File: src/rtl/lsu_pkg.sv
package lsu_pkg;

    typedef enum logic [2:0] {
        ACC_LDW  = 3'd0,
        ACC_LDB  = 3'd1,
        ACC_LDBU = 3'd2,
        ACC_STW  = 3'd3,
        ACC_STB  = 3'd4
    } acc_kind_e;

    function automatic logic kind_is_load(input acc_kind_e k);
        return (k == ACC_LDW) || (k == ACC_LDB) || (k == ACC_LDBU);
    endfunction

    function automatic logic kind_is_store(input acc_kind_e k);
        return (k == ACC_STW) || (k == ACC_STB);
    endfunction

endpackage

File: src/rtl/lsu_addr_split.sv
module lsu_addr_split #(
    parameter int ADDR_W   = 32,
    parameter int WIN_LOG2 = 20,
    parameter int OFF_W    = 2
) (
    input  logic [ADDR_W-1:0]         addr_i,
    output logic                      backed_o,
    output logic [WIN_LOG2-OFF_W-1:0] widx_o,
    output logic [OFF_W-1:0]          lane_o
);
    assign widx_o = addr_i[WIN_LOG2-1:OFF_W];
    assign lane_o = addr_i[OFF_W-1:0];

    generate
        if (WIN_LOG2 >= ADDR_W) begin : g_whole_space
            assign backed_o = 1'b1;
        end else begin : g_window
            assign backed_o = (addr_i[ADDR_W-1:WIN_LOG2] == '0);
        end
    endgenerate
endmodule

File: src/rtl/lsu_store_lanes.sv
module lsu_store_lanes
    import lsu_pkg::*;
#(
    parameter int DATA_W = 32,
    parameter int OFF_W  = 2
) (
    input  acc_kind_e               kind_i,
    input  logic [OFF_W-1:0]        lane_i,
    input  logic                    allow_i,
    input  logic [DATA_W-1:0]       data_i,
    output logic [DATA_W/8-1:0]     we_o,
    output logic [DATA_W-1:0]       data_o
);
    localparam int LANES = DATA_W / 8;

    generate
        for (genvar g = 0; g < LANES; g++) begin : g_lane
            assign data_o[8*g +: 8] = (kind_i == ACC_STB) ? data_i[7:0] : data_i[8*g +: 8];
            assign we_o[g] = allow_i &
                             ((kind_i == ACC_STW) |
                              ((kind_i == ACC_STB) & (lane_i == OFF_W'(g))));
        end
    endgenerate
endmodule

File: src/rtl/lsu_load_extend.sv
module lsu_load_extend #(
    parameter int DATA_W = 32,
    parameter int OFF_W  = 2
) (
    input  logic [DATA_W-1:0] word_i,
    input  logic [OFF_W-1:0]  lane_i,
    input  logic              wide_i,
    input  logic              sign_i,
    input  logic              live_i,
    output logic [DATA_W-1:0] data_o
);
    localparam int LANES = DATA_W / 8;

    logic [LANES-1:0][7:0] bytes;
    logic [7:0]            pick;

    assign bytes = word_i;

    always_comb begin
        pick = bytes[lane_i];
        if (!live_i) begin
            data_o = '0;
        end else if (wide_i) begin
            data_o = word_i;
        end else begin
            data_o = {{(DATA_W-8){sign_i & pick[7]}}, pick};
        end
    end
endmodule

File: src/rtl/lsu_mem_stage.sv
module lsu_mem_stage
    import lsu_pkg::*;
#(
    parameter int DATA_W   = 32,
    parameter int ADDR_W   = 32,
    parameter int WIN_LOG2 = 20
) (
    input  logic                              clk,
    input  logic                              rst_n,
    input  logic                              req_valid,
    input  logic [2:0]                        req_op,
    input  logic [ADDR_W-1:0]                 req_addr,
    input  logic [DATA_W-1:0]                 req_wdata,
    output logic                              mem_en,
    output logic [DATA_W/8-1:0]               mem_we,
    output logic [WIN_LOG2-$clog2(DATA_W/8)-1:0] mem_idx,
    output logic [DATA_W-1:0]                 mem_wdata,
    input  logic [DATA_W-1:0]                 mem_rdata,
    output logic                              rsp_valid,
    output logic [DATA_W-1:0]                 rsp_data
);
    localparam int LANES  = DATA_W / 8;
    localparam int OFF_W  = $clog2(LANES);
    localparam int WIDX_W = WIN_LOG2 - OFF_W;

    typedef struct packed {
        logic             vld;
        logic             wide;
        logic             sign;
        logic             backed;
        logic [OFF_W-1:0] lane;
    } ld_ctl_t;

    acc_kind_e         kind;
    logic              backed;
    logic [WIDX_W-1:0] widx;
    logic [OFF_W-1:0]  lane;
    logic              is_ld;
    logic              is_st;
    ld_ctl_t           ctl_d, ctl_q;

    assign kind = acc_kind_e'(req_op);

    lsu_addr_split #(
        .ADDR_W   (ADDR_W),
        .WIN_LOG2 (WIN_LOG2),
        .OFF_W    (OFF_W)
    ) u_split (
        .addr_i   (req_addr),
        .backed_o (backed),
        .widx_o   (widx),
        .lane_o   (lane)
    );

    lsu_store_lanes #(
        .DATA_W (DATA_W),
        .OFF_W  (OFF_W)
    ) u_store (
        .kind_i  (kind),
        .lane_i  (lane),
        .allow_i (req_valid & is_st & backed),
        .data_i  (req_wdata),
        .we_o    (mem_we),
        .data_o  (mem_wdata)
    );

    always_comb begin
        is_ld   = kind_is_load(kind);
        is_st   = kind_is_store(kind);
        mem_en  = req_valid & backed & (is_ld | is_st);
        mem_idx = widx;

        ctl_d        = '0;
        ctl_d.vld    = req_valid & is_ld;
        ctl_d.wide   = (kind == ACC_LDW);
        ctl_d.sign   = (kind == ACC_LDB);
        ctl_d.backed = backed;
        ctl_d.lane   = lane;
    end

    always_ff @(posedge clk) begin
        if (!rst_n) begin
            ctl_q <= '0;
        end else begin
            ctl_q <= ctl_d;
        end
    end

    lsu_load_extend #(
        .DATA_W (DATA_W),
        .OFF_W  (OFF_W)
    ) u_extend (
        .word_i (mem_rdata),
        .lane_i (ctl_q.lane),
        .wide_i (ctl_q.wide),
        .sign_i (ctl_q.sign),
        .live_i (ctl_q.vld & ctl_q.backed),
        .data_o (rsp_data)
    );

    assign rsp_valid = ctl_q.vld;
endmodule

File: config.mk
export PLATFORM = sky130hd
export DESIGN_NAME = lsu_mem_stage
export DESIGN_NICKNAME = d
export VERILOG_FILES = /design/src/rtl/lsu_pkg.sv /design/src/rtl/lsu_addr_split.sv /design/src/rtl/lsu_store_lanes.sv /design/src/rtl/lsu_load_extend.sv /design/src/rtl/lsu_mem_stage.sv
export SDC_FILE = /design/constraint.sdc
export NUM_CORES = 1
export LEC_CHECK = 0
export BUFFER_PORTS_ARGS = -buffer_cell sky130_fd_sc_hd__buf_2
export CORE_AREA = 3 3 72 74
export CTS_CLUSTER_SIZE = 14
export DETAILED_ROUTE_END_ITERATION = 8
export DIE_AREA = 0 0 75 77
export MAX_ROUTING_LAYER = met4
export PLACE_DENSITY = 0.75
export SETUP_SLACK_MARGIN = 0.05
export SLEW_MARGIN = 30
export SYNTH_ARGS = -nofsm -noshare
export SYNTH_HDL_FRONTEND = slang
export SYNTH_SLANG_ARGS = --single-unit
File: constraint.sdc
create_clock -name clk -period 2.2 [get_ports clk]
set_input_delay 0.44 -clock clk [delete_from_list [all_inputs] [get_ports clk]]
set_output_delay 0.44 -clock clk [all_outputs]
set_load 0.005 [all_outputs]
==> summary.txt, run 1 <==
Layout
  • Share of cells above drive strength 1: 0.578
  • Area grow syn2layout: 51.3%
  • Antenna diodes: 0
  • Fin nets: 410

Detailed routing
  • Detailed Route WL: 5.08 mm
  • Antenna-violating nets left: 0
  • # DRC: 0
  • Pre-antenna DRT Iters: 4
  • Vias per cell: 5.02
  • Vias: 1,806
  • 1st-iter DRT viols: 57
  • Routed WL per cell: 14.1 um

Setup path
  • Critical Path Start Type: flip-flop
  • CP max FO: 24
  • Kind of critical path: flip-flop to primary output
  • Endpoint class of the critical path: primary output
  • Worst EP arrival: 1.59 ns
  • Required time of the worst setup path: 1.76 ns

Global routing
  • Vias in the first global route: 1,761
  • Largest net degree at the start of global routing: 32
  • Global route overflow: 0
  • Gr usage total: 0.169
  • Initial antenna violation count: 0
  • First-pass GRT wire length: 7.79 mm

Yosys
  • Synthesis warning total: 0
  • Post-synthesis async set-or-reset flop share: 0
  • Top_reg_cell synth: dfxtp_1
  • Syn avg cell area: 7.01 um^2
  • Register area share after synthesis: 0.0921
  • Syn nets: 288
  • Post-synth EDFFs: 0
  • Synthesized flop and latch total: 6
  • Unique masters post-synth: 28
  • Syn Std Cell Area: 1300 um^2
  • Synth Instances: 186

Pwr
  • VDD IR max: 0.000157 V
  • PwrDens: 261 nW/um^2
  • Leakage: 1.14 nW

CTS
  • Inserted Clock Buffers: 3
  • H-tree depth: 1
  • Hold buffer count at cts: 0
  • Post-CTS setup buffers: 0
  • Maximum clock insertion buffer count: 2
  • Root Buffer: clkbuf_8
  • CTS tree: yes
  • Clock slew at reported path FFs: 0.03 ns
  • Clock sink count: 6

Timing
  • Period utilization: 0.921
  • Slew headroom: 0.453
  • Tmin final: 2.03 ns
  • Final setup fails: 0
  • Final slew viol count: 0
  • Maximum clock rate: 0.494 GHz
  • Min Hold Slack: 0.470 ns
  • RSZ-0062 raised after global routing: false
  • Final setup margin: 0.175 ns
  • Setup tns final: 0 ns
  • Final Hold Viols: 0
  • Worst-Margin Slew: 0.818 ns

Floorplanning
  • Die Y: 77 um
  • IO Pins: 190
  • Total die area: 5780 um^2
  • Initial core utilization: 0.280
  • Core area: 4660 um^2
  • Die Wd: 75 um
  • Placement row count: 25

Placement
  • HPWL Detailed: 4.19 mm
  • Worst slack at placement: 0.219 ns
  • Count of buffers from port buffering: 153
  • GP Congestion: 0.790

Min path
  • Hold endpoint: ctl_q[4]
  • Worst hold path depth: 2
  • Hold_sp: req_op[2]
  • Hold Crit Class: primary input to flip-flop

Status
  • Status: finished clean

Job
  • Maximum Capacitance Violations: 0
-- registers in the layout (all words and copies together), names as in the netlist --
signal / count
rsp_valid: 1
ctl_q: 5
-- per-stage QoR --
stage	cells	util	area (um^2)	total power, mW
6_report	360	0.423	1970	0.515
4_1_cts	360	0.423	1970	0.517
2_1_floorplan	186	-	1300	0.255
5_1_grt	360	0.423	1970	0.556
3_5_place_dp	357	0.414	1930	0.358
3_3_place_gp	357	0.414	1930	0.356
-- synth_stat cells, drive strengths merged (2+ instances only) --
master   count  area, um^2
nand2       25        93.8
mux2i        7        70.1
o221a        7        78.8
clkbuf      13        48.8
nand3b       5        37.5
and2        11        68.8
nor4         3        18.8
a21o        24         180
dfxtp        6         120
nor3b        2        15.0
nand2b       2        12.5
or3b         2        17.5
a2bb2oi      7        61.3
a21oi       30         150
buf         30         223
mux2         2        22.5
-- layout by cell type (no fill, tap or decap) --
master     count
buf_2        153
a21oi_1       30
nand2_1       25
a21o_1        24
and2_1        11
mux2i_1        7
a2bb2oi_1      7
o221a_2        7
buf_4          6
nand3b_1       5
dfxtp_1        5
nor4_1         3
clkbuf_8       3
mux2_2         2
nor3b_1        2
nand2b_1       2
and3b_1        1
a22oi_2        1
or3b_2         1
o21ba_2        1
a31oi_1        1
or3b_1         1
nand4_1        1
nand3_1        1
or3_1          1
and4bb_2       1
and4_1         1
nor4b_1        1
dfxtp_2        1
buf_12         1
-- layout make-up --
cell class,instances,area (um^2)
timing repair buffer,160,831
multi-input combinational,137,912
sequential,6,121
clock buffer,3,41.3
tap,54,67.6
fill,457,2690
-- where the power goes --
group / internal, mW / switching (mW) / total, mW
Sequential: 0.113 / 0.00324 / 0.117
Clock: 0.117 / 0.0400 / 0.157
Combinational: 0.136 / 0.105 / 0.241
Total: 0.366 / 0.148 / 0.515
-- layer usage --
| metal | GRT usage | vias up | part of all wire |
|---|---|---|---|
| met2 | 0.295 | 120 | 0.49 |
| li1 | - | 890 | - |
| met1 | 0.181 | 786 | 0.39 |
| met5 | - | - | 0 |
| met4 | 0.0569 | 0 | 0.019 |
| met3 | 0.0393 | 10 | 0.099 |
-- logic make-up (layout without fill, tap and decap cells) --
kind of cell | Yosys count | in the layout | share of synthesized area
AOI/OAI and AO/OA | 71 | 71 | 0.383
and+or+nand+nor | 57 | 57 | 0.246
buffers and inverters | 43 | 163 | 0.208
muxes | 9 | 9 | 0.0710
DFF | 6 | 6 | 0.0921
-- worst max path at each step --
stage          depth (start not counted)          from            to
6_report                               5      ctl_q[1]  rsp_data[13]
5_1_grt                                3     rsp_valid   rsp_data[7]
4_1_cts                                5      ctl_q[1]  rsp_data[16]
3_5_place_dp                           5  req_addr[25]        mem_en
3_3_place_gp                           5     req_op[0]     mem_we[0]
2_1_floorplan                          4     req_op[0]     mem_we[0]
-- timing repair --
action | 4_1_cts | 5_1_grt
endpoints found under the hold margin | 0 | 0
resized for setup | 0 | 1
endpoints found under the setup margin | 0 | 7
-- critical path, cell delays in order (launching register included) --
cell and delay, ns:
dfxtp_2 0.36, mux2_2 0.35, a22oi_2 0.20, buf_12 0.19, a21oi_1 0.08, buf_2 0.17
No activity file was read; power rests on OpenSTA's default activity.
==> inputs of run 2 (changes only) <==
- CORE_AREA: 3 3 72 74 -> not set
- CORE_MARGIN: not set -> 5
- CORE_UTILIZATION: not set -> 30
- DIE_AREA: 0 0 75 77 -> not set
- PLACE_DENSITY: 0.75 -> 0.8
==> run 2 against run 1 <==
Global-route usage is 0.38 points higher. Clock power hardly changed. Non-clock buffer count is 2 higher. Core utilization is 3.6 points higher. Critical path type unchanged. Critical endpoint is now rsp_data[14]. Largest power group unchanged.
==> summary.txt, run 2 (synthesis gave the netlist of run 1 again) <==
Status
  • Status: finished clean

Detailed routing
  • 1st-iter DRT viols: 71 (+25%)
  • Vias per cell: 5.07 (+1.2%)
  • # DRC: 0 (unchanged)
  • Antenna-violating nets left: 0 (unchanged)
  • Pre-antenna DRT Iters: 4 (unchanged)
  • Detailed Route WL: 5.37 mm (+5.7%)
  • Routed WL per cell: 14.9 um (+5.4%)
  • Vias: 1,832 (+1.4%)

Global routing
  • Global route overflow: 0 (unchanged)
  • Initial antenna violation count: 1 (+1)
  • Gr usage total: 0.172 (+0.00378)
  • First-pass GRT wire length: 8.48 mm (+8.9%)
  • Largest net degree at the start of global routing: 26 (-19%)
  • Vias in the first global route: 1,877 (+6.6%)

Floorplanning
  • Total die area: 5760 um^2 (-0.19%)
  • Die Wd: 75.9 um (+1.2%)
  • Initial core utilization: 0.304 (+0.0239)
  • Die Y: 75.9 um (-1.4%)
  • Core area: 4290 um^2 (-7.9%)
  • IO Pins: 190 (unchanged)
  • Placement row count: 24 (-4.0%)

Layout
  • Most frequent cells in the layout: buf_2, a21oi_1, nand2_1, a21o_1, and2_1
  • Fin nets: 412 (+0.49%)
  • Commonest non-fill, non-tap cell in the layout: buf_2
  • Share of cells above drive strength 1: 0.578 (about the same)
  • Post-route cell area: 1970 um^2 (about the same)
  • Biggest register: ctl_q
  • Area grow syn2layout: 51.4% (about the same)
  • Max reg flops: 5 (unchanged)

Timing
  • Final slew viol count: 0 (unchanged)
  • Maximum clock rate: 0.492 GHz (-0.29%)
  • Final setup fails: 0 (unchanged)
  • RSZ-0062 raised after global routing: false
  • Tmin final: 2.03 ns (+0.00582 ns)
  • Slew headroom: 0.456 (+0.00267)
  • Period utilization: 0.923 (+0.00264)
  • Setup tns final: 0 ns (unchanged)
  • Worst-Margin Slew: 0.814 ns (-0.00399 ns)
  • Final Hold Viols: 0 (unchanged)

Setup path
  • Worst EP arrival: 1.59 ns (about the same)
  • Endpoint class of the critical path: primary output
  • Worst setup path endpoint: rsp_data[14]
  • Required time of the worst setup path: 1.76 ns (about the same)
  • Kind of critical path: flip-flop to primary output
  • CP max FO: 11 (-54%)
  • Critical Path Start Type: flip-flop
  • CP startpoint: ctl_q[1]

Placement
  • Placed cell area: 1930 um^2 (unchanged)
  • GP Congestion: 0.873 (+11%)
  • HPWL Detailed: 4.49 mm (+7.1%)
  • Count of buffers from port buffering: 153 (unchanged)

CTS
  • Clock sink count: 6 (unchanged)
  • Resize count post-CTS: 0 (unchanged)
  • Clock slew at reported path FFs: 0.03 ns (about the same)
  • H-tree depth: 1 (unchanged)
  • Post-CTS setup buffers: 0 (unchanged)
  • Maximum clock insertion buffer count: 2 (unchanged)
  • CTS tree: yes
  • Inserted Clock Buffers: 3 (unchanged)
  • Root Buffer: clkbuf_8
  • Hold buffer count at cts: 0 (unchanged)

Job
  • Maximum Capacitance Violations: 0 (unchanged)

Pwr
  • VDD IR max: 0.000139 V (-11%)
  • Leakage: 1.14 nW (+0.25%)
  • Tot Pwr: 519 uW (+0.74%)
  • PwrDens: 263 nW/um^2 (+0.68%)

Min path
  • Hold Crit Class: primary input to flip-flop
[run 2: cell types whose count changed in the layout (fill, tap and decap cells not counted)]
| cell | before | now |
|---|---|---|
| buf_12 | 1 | 0 |
| buf_4 | 6 | 9 |
| dfxtp_1 | 5 | 6 |
| dfxtp_2 | 1 | 0 |
| diode_2 | 0 | 1 |
[run 2: critical path: stages, from the launching register on]
cell,delay [ns]
dfxtp_1,0.37
mux2_2,0.36
a22oi_2,0.18
buf_4,0.21
a21oi_1,0.08
buf_2,0.17
[run 2: final cells by class]
class                      instances  area [um^2]
multi-input combinational        137          912
antenna                            1         2.50
clock buffer                       3         41.3
sequential                         6          120
timing repair buffer             162          833
tap                               52         65.1
fill                             435         2320
[run 2: worst min-delay path by stage]
stage / startpoint / end / slack (ns) / depth (start not counted)
2_1_floorplan: req_op[0] / ctl_q[4] / 0.52 / 1
3_3_place_gp: req_op[2] / ctl_q[4] / 0.68 / 2
3_5_place_dp: req_op[2] / ctl_q[4] / 0.69 / 2
4_1_cts: req_op[2] / ctl_q[4] / 0.46 / 2
5_1_grt: req_op[1] / rsp_valid / 0.50 / 2
6_report: req_op[2] / ctl_q[4] / 0.47 / 2
[run 2: metal layers]
layer / track usage / share of wire
met1: 0.187 / 0.38
met2: 0.309 / 0.50
met3: 0.0391 / 0.096
met4: 0.0534 / 0.018
met5: - / 0
[run 2: per-stage QoR]
step / hold slack [ns] / utilization / std cells / setup WS (ns)
finish: 0.466 / 0.460 / 361 / 0.169
global route: 0.495 / 0.460 / 361 / 0.0577
CTS: 0.464 / 0.459 / 360 / 0.149
detailed placement: 0.689 / 0.450 / 357 / 0.206
global placement: 0.683 / 0.450 / 357 / 0.222
floorplan: 0.516 / - / 186 / 0.352
[run 2: report_power, final]
group          internal, mW  switching (mW)  total, mW
clock network         0.117          0.0412      0.158
logic                 0.136           0.108      0.244
registers             0.113         0.00291      0.116
==> inputs of run 3 (changes only) <==
- ABC_AREA: not set -> 1
- CORE_UTILIZATION: 30 -> 32
- PLACE_DENSITY: 0.8 -> 0.81
==> run 3 against run 2 <==
Routed wire length is 0.43% higher. Clock power barely moved. Synthesized area up 11%. First-iteration DRC count down 24%. Total power is 0.93% higher. Worst hold slack lost 0.032 ns. Via count increased by 19%. Cell count grew 25%. Sequential share of layout area fell by 0.16 points. Synthesized cell count increased by 52%. Die area up 3.8%. Fmax is 4.7% higher. Largest cell class unchanged. Largest power group unchanged. Highest routed layer unchanged.
==> summary.txt, run 3 <==
Floorplanning
  • Total die area: 5980 um^2 (+3.8%)
  • Core area: 4380 um^2 (+2.1%)
  • IO Pins: 190 (unchanged)
  • Placement row count: 24 (unchanged)
  • Die Wd: 77.3 um (+1.9%)
  • Initial core utilization: 0.331 (+0.0274)
  • Die Y: 77.3 um (+1.9%)

Yosys
  • Largest family of logic cells by synthesized area: simple AND/OR/NAND/NOR gates
  • Area leader, netlist: nand2_1
  • Compound-Gate Fraction of Synth Area: 0.300 (-0.0829)
  • Top cells by area, synth: nand2_1, o21ai_0, buf_4
  • Top_reg_cell synth: dfxtp_1
  • Yosys top cell area share: 0.228 (+0.0606)
  • Post-synth EDFFs: 0 (unchanged)
  • Register area share after synthesis: 0.0828 (-0.00937)
  • Post-synthesis mux area share: 0 (-0.0710)
  • Simple logic cell fraction of the synthesized area: 0.366 (+0.120)
  • Synth Instances: 283 (+52%)
  • Top-count cell post-synth: nand2_1
  • Syn Std Cell Area: 1450 um^2 (+11%)
  • Adder-cell share of the synthesized area: 0 (unchanged)
  • XOR/XNOR Fraction of Synth Area: 0 (unchanged)
  • Syn nets: 385 (+34%)
  • Most common library cells after synthesis: nand2_1, o21ai_0, a21oi_1
  • Synthesized flop and latch total: 6 (unchanged)
  • Syn avg cell area: 5.13 um^2 (-27%)
  • Post-synthesis async set-or-reset flop share: 0 (unchanged)
  • Unique masters post-synth: 20 (-29%)
  • Synthesis warning total: 0 (unchanged)

Job
  • Maximum Capacitance Violations: 0 (unchanged)

Timing
  • Slew headroom: 0.667 (+0.211)
  • Period utilization: 0.882 (-0.0415)
  • RSZ-0062 raised after global routing: false
  • Final setup margin: 0.260 ns (+0.0913 ns)
  • Maximum clock rate: 0.516 GHz (+4.7%)
  • Final setup fails: 0 (unchanged)
  • Tmin final: 1.94 ns (-0.0913 ns)
  • Setup tns final: 0 ns (unchanged)
  • Final slew viol count: 0 (unchanged)
  • Worst-Margin Slew: 0.496 ns (-0.318 ns)
  • Final Hold Viols: 0 (unchanged)

Global routing
  • Largest net degree at the start of global routing: 59 (+130%)
  • Gr usage total: 0.168 (-0.00480)
  • Initial antenna violation count: 0 (-1)
  • Global route overflow: 0 (unchanged)
  • Vias in the first global route: 1,970 (+5.0%)
  • First-pass GRT wire length: 8.54 mm (+0.73%)

Setup path
  • Endpoint class of the critical path: primary output
  • CP top delay family: simple AND/OR/NAND/NOR gates
  • Required time of the worst setup path: 1.76 ns (about the same)
  • Worst EP arrival: 1.50 ns (-0.09 ns)
  • Kind of critical path: flip-flop to primary output
  • Critical Path Start Type: flip-flop
  • Slowest cell on crit path: dfxtp_2
  • CP max FO: 24 (+13)
  • Critical Path, Cell by Cell: inv_4 > nand2_1 > nand3_2 > nand3_4 > a21oi_1 > buf_2
  • Buf+Inv Stages, Crit Path: 2 (unchanged)
  • Max incr delay on CP: 0.38 ns (about the same)

CTS
  • Maximum clock insertion buffer count: 2 (unchanged)
  • Post-CTS setup buffers: 0 (unchanged)
  • Inserted Clock Buffers: 3 (unchanged)
  • Clock slew at reported path FFs: 0.03 ns (about the same)
  • Resize count post-CTS: 0 (unchanged)
  • Clock sink count: 6 (unchanged)
  • H-tree depth: 1 (unchanged)
  • Root Buffer: clkbuf_8
  • CTS tree: yes
  • Hold buffer count at cts: 0 (unchanged)

Layout
  • Fin nets: 502 (+22%)
  • Share of cells above drive strength 1: 0.430 (-0.148)
  • Antenna diodes: 0 (-1)
  • Fillers: 443 (+1.8%)
  • Area grow syn2layout: 42.6%
  • Post-route cell area: 2070 um^2 (+4.8%)
  • Max reg flops: 5 (unchanged)
  • Commonest non-fill, non-tap cell in the layout: buf_2
  • Finished Layout Cells: 450 (+25%)
  • Biggest register: ctl_q
  • Most frequent cells in the layout: buf_2, nand2_1, o21ai_0, a21oi_1, nor2_1

Placement
  • HPWL Detailed: 4.52 mm (+0.78%)
  • GP Congestion: 0.882 (+1.0%)
  • Count of buffers from port buffering: 153 (unchanged)
  • Placed cell area: 2020 um^2 (+4.8%)
  • Dpl cells: 447 (+25%)
  • Worst slack at placement: 0.319 ns (+0.113 ns)

Pwr
  • PwrDens: 253 nW/um^2 (-3.7%)
  • Leakage: 1.23 nW (+8.1%)
  • VDD IR max: 0.000135 V (-3.4%)
  • Tot Pwr: 523 uW (+0.93%)

Detailed routing
  • # DRC: 0 (unchanged)
  • Vias per cell: 4.86 (-4.3%)
  • Pre-antenna DRT Iters: 4 (unchanged)
  • Antenna-violating nets left: 0 (unchanged)
  • Detailed Route WL: 5.39 mm (+0.43%)
  • Vias: 2,186 (+19%)
  • Routed WL per cell: 12.0 um (-19%)
  • 1st-iter DRT viols: 54 (-24%)

Min path
  • Hold Crit Class: primary input to flip-flop

Status
  • Status: finished clean
-- run 3: per-stage QoR --
stage          utilization  hold WS (ns)
6_report             0.472         0.434
3_3_place_gp         0.461         0.647
5_1_grt              0.472         0.443
4_1_cts              0.471         0.432
2_1_floorplan            -         0.517
3_5_place_dp         0.461         0.655
-- run 3: layer usage --
metal	up-vias	track usage	share of wire
li1	1126	-	-
met1	918	0.188	0.38
met2	130	0.278	0.47
met3	12	0.0590	0.13
met4	0	0.0533	0.018
met5	-	-	0
-- run 3: cells by family after synthesis --
logic type,after synthesis
buf+inv,63
compound gates,87
simple gates,127
flops,6
-- run 3: worst paths after layout --
| kind | startpoint | cells after the start | slack, ns | endpoint |
|---|---|---|---|---|
| worst max-delay path | ctl_q[0] | 6 | 0.26 | rsp_data[17] |
| worst min-delay path | req_op[1] | 2 | 0.43 | ctl_q[3] |
-- run 3: final cells by class --
class / instances / area, um^2 / area share
Inverter: 19 / 73.8 / 0.0357
Sequential cell: 6 / 123 / 0.0593
Multi-Input combinational cell: 214 / 966 / 0.467
Tap cell: 52 / 65.1 / 0.0314
Timing Repair Buffer: 156 / 801 / 0.387
Clock buffer: 3 / 41.3 / 0.0200
-- run 3: where the power goes --
part | internal [mW] | total, mW | switching [mW]
logic | 0.116 | 0.247 | 0.131
clock network | 0.117 | 0.156 | 0.0390
registers | 0.114 | 0.121 | 0.00725
total | 0.347 | 0.523 | 0.177
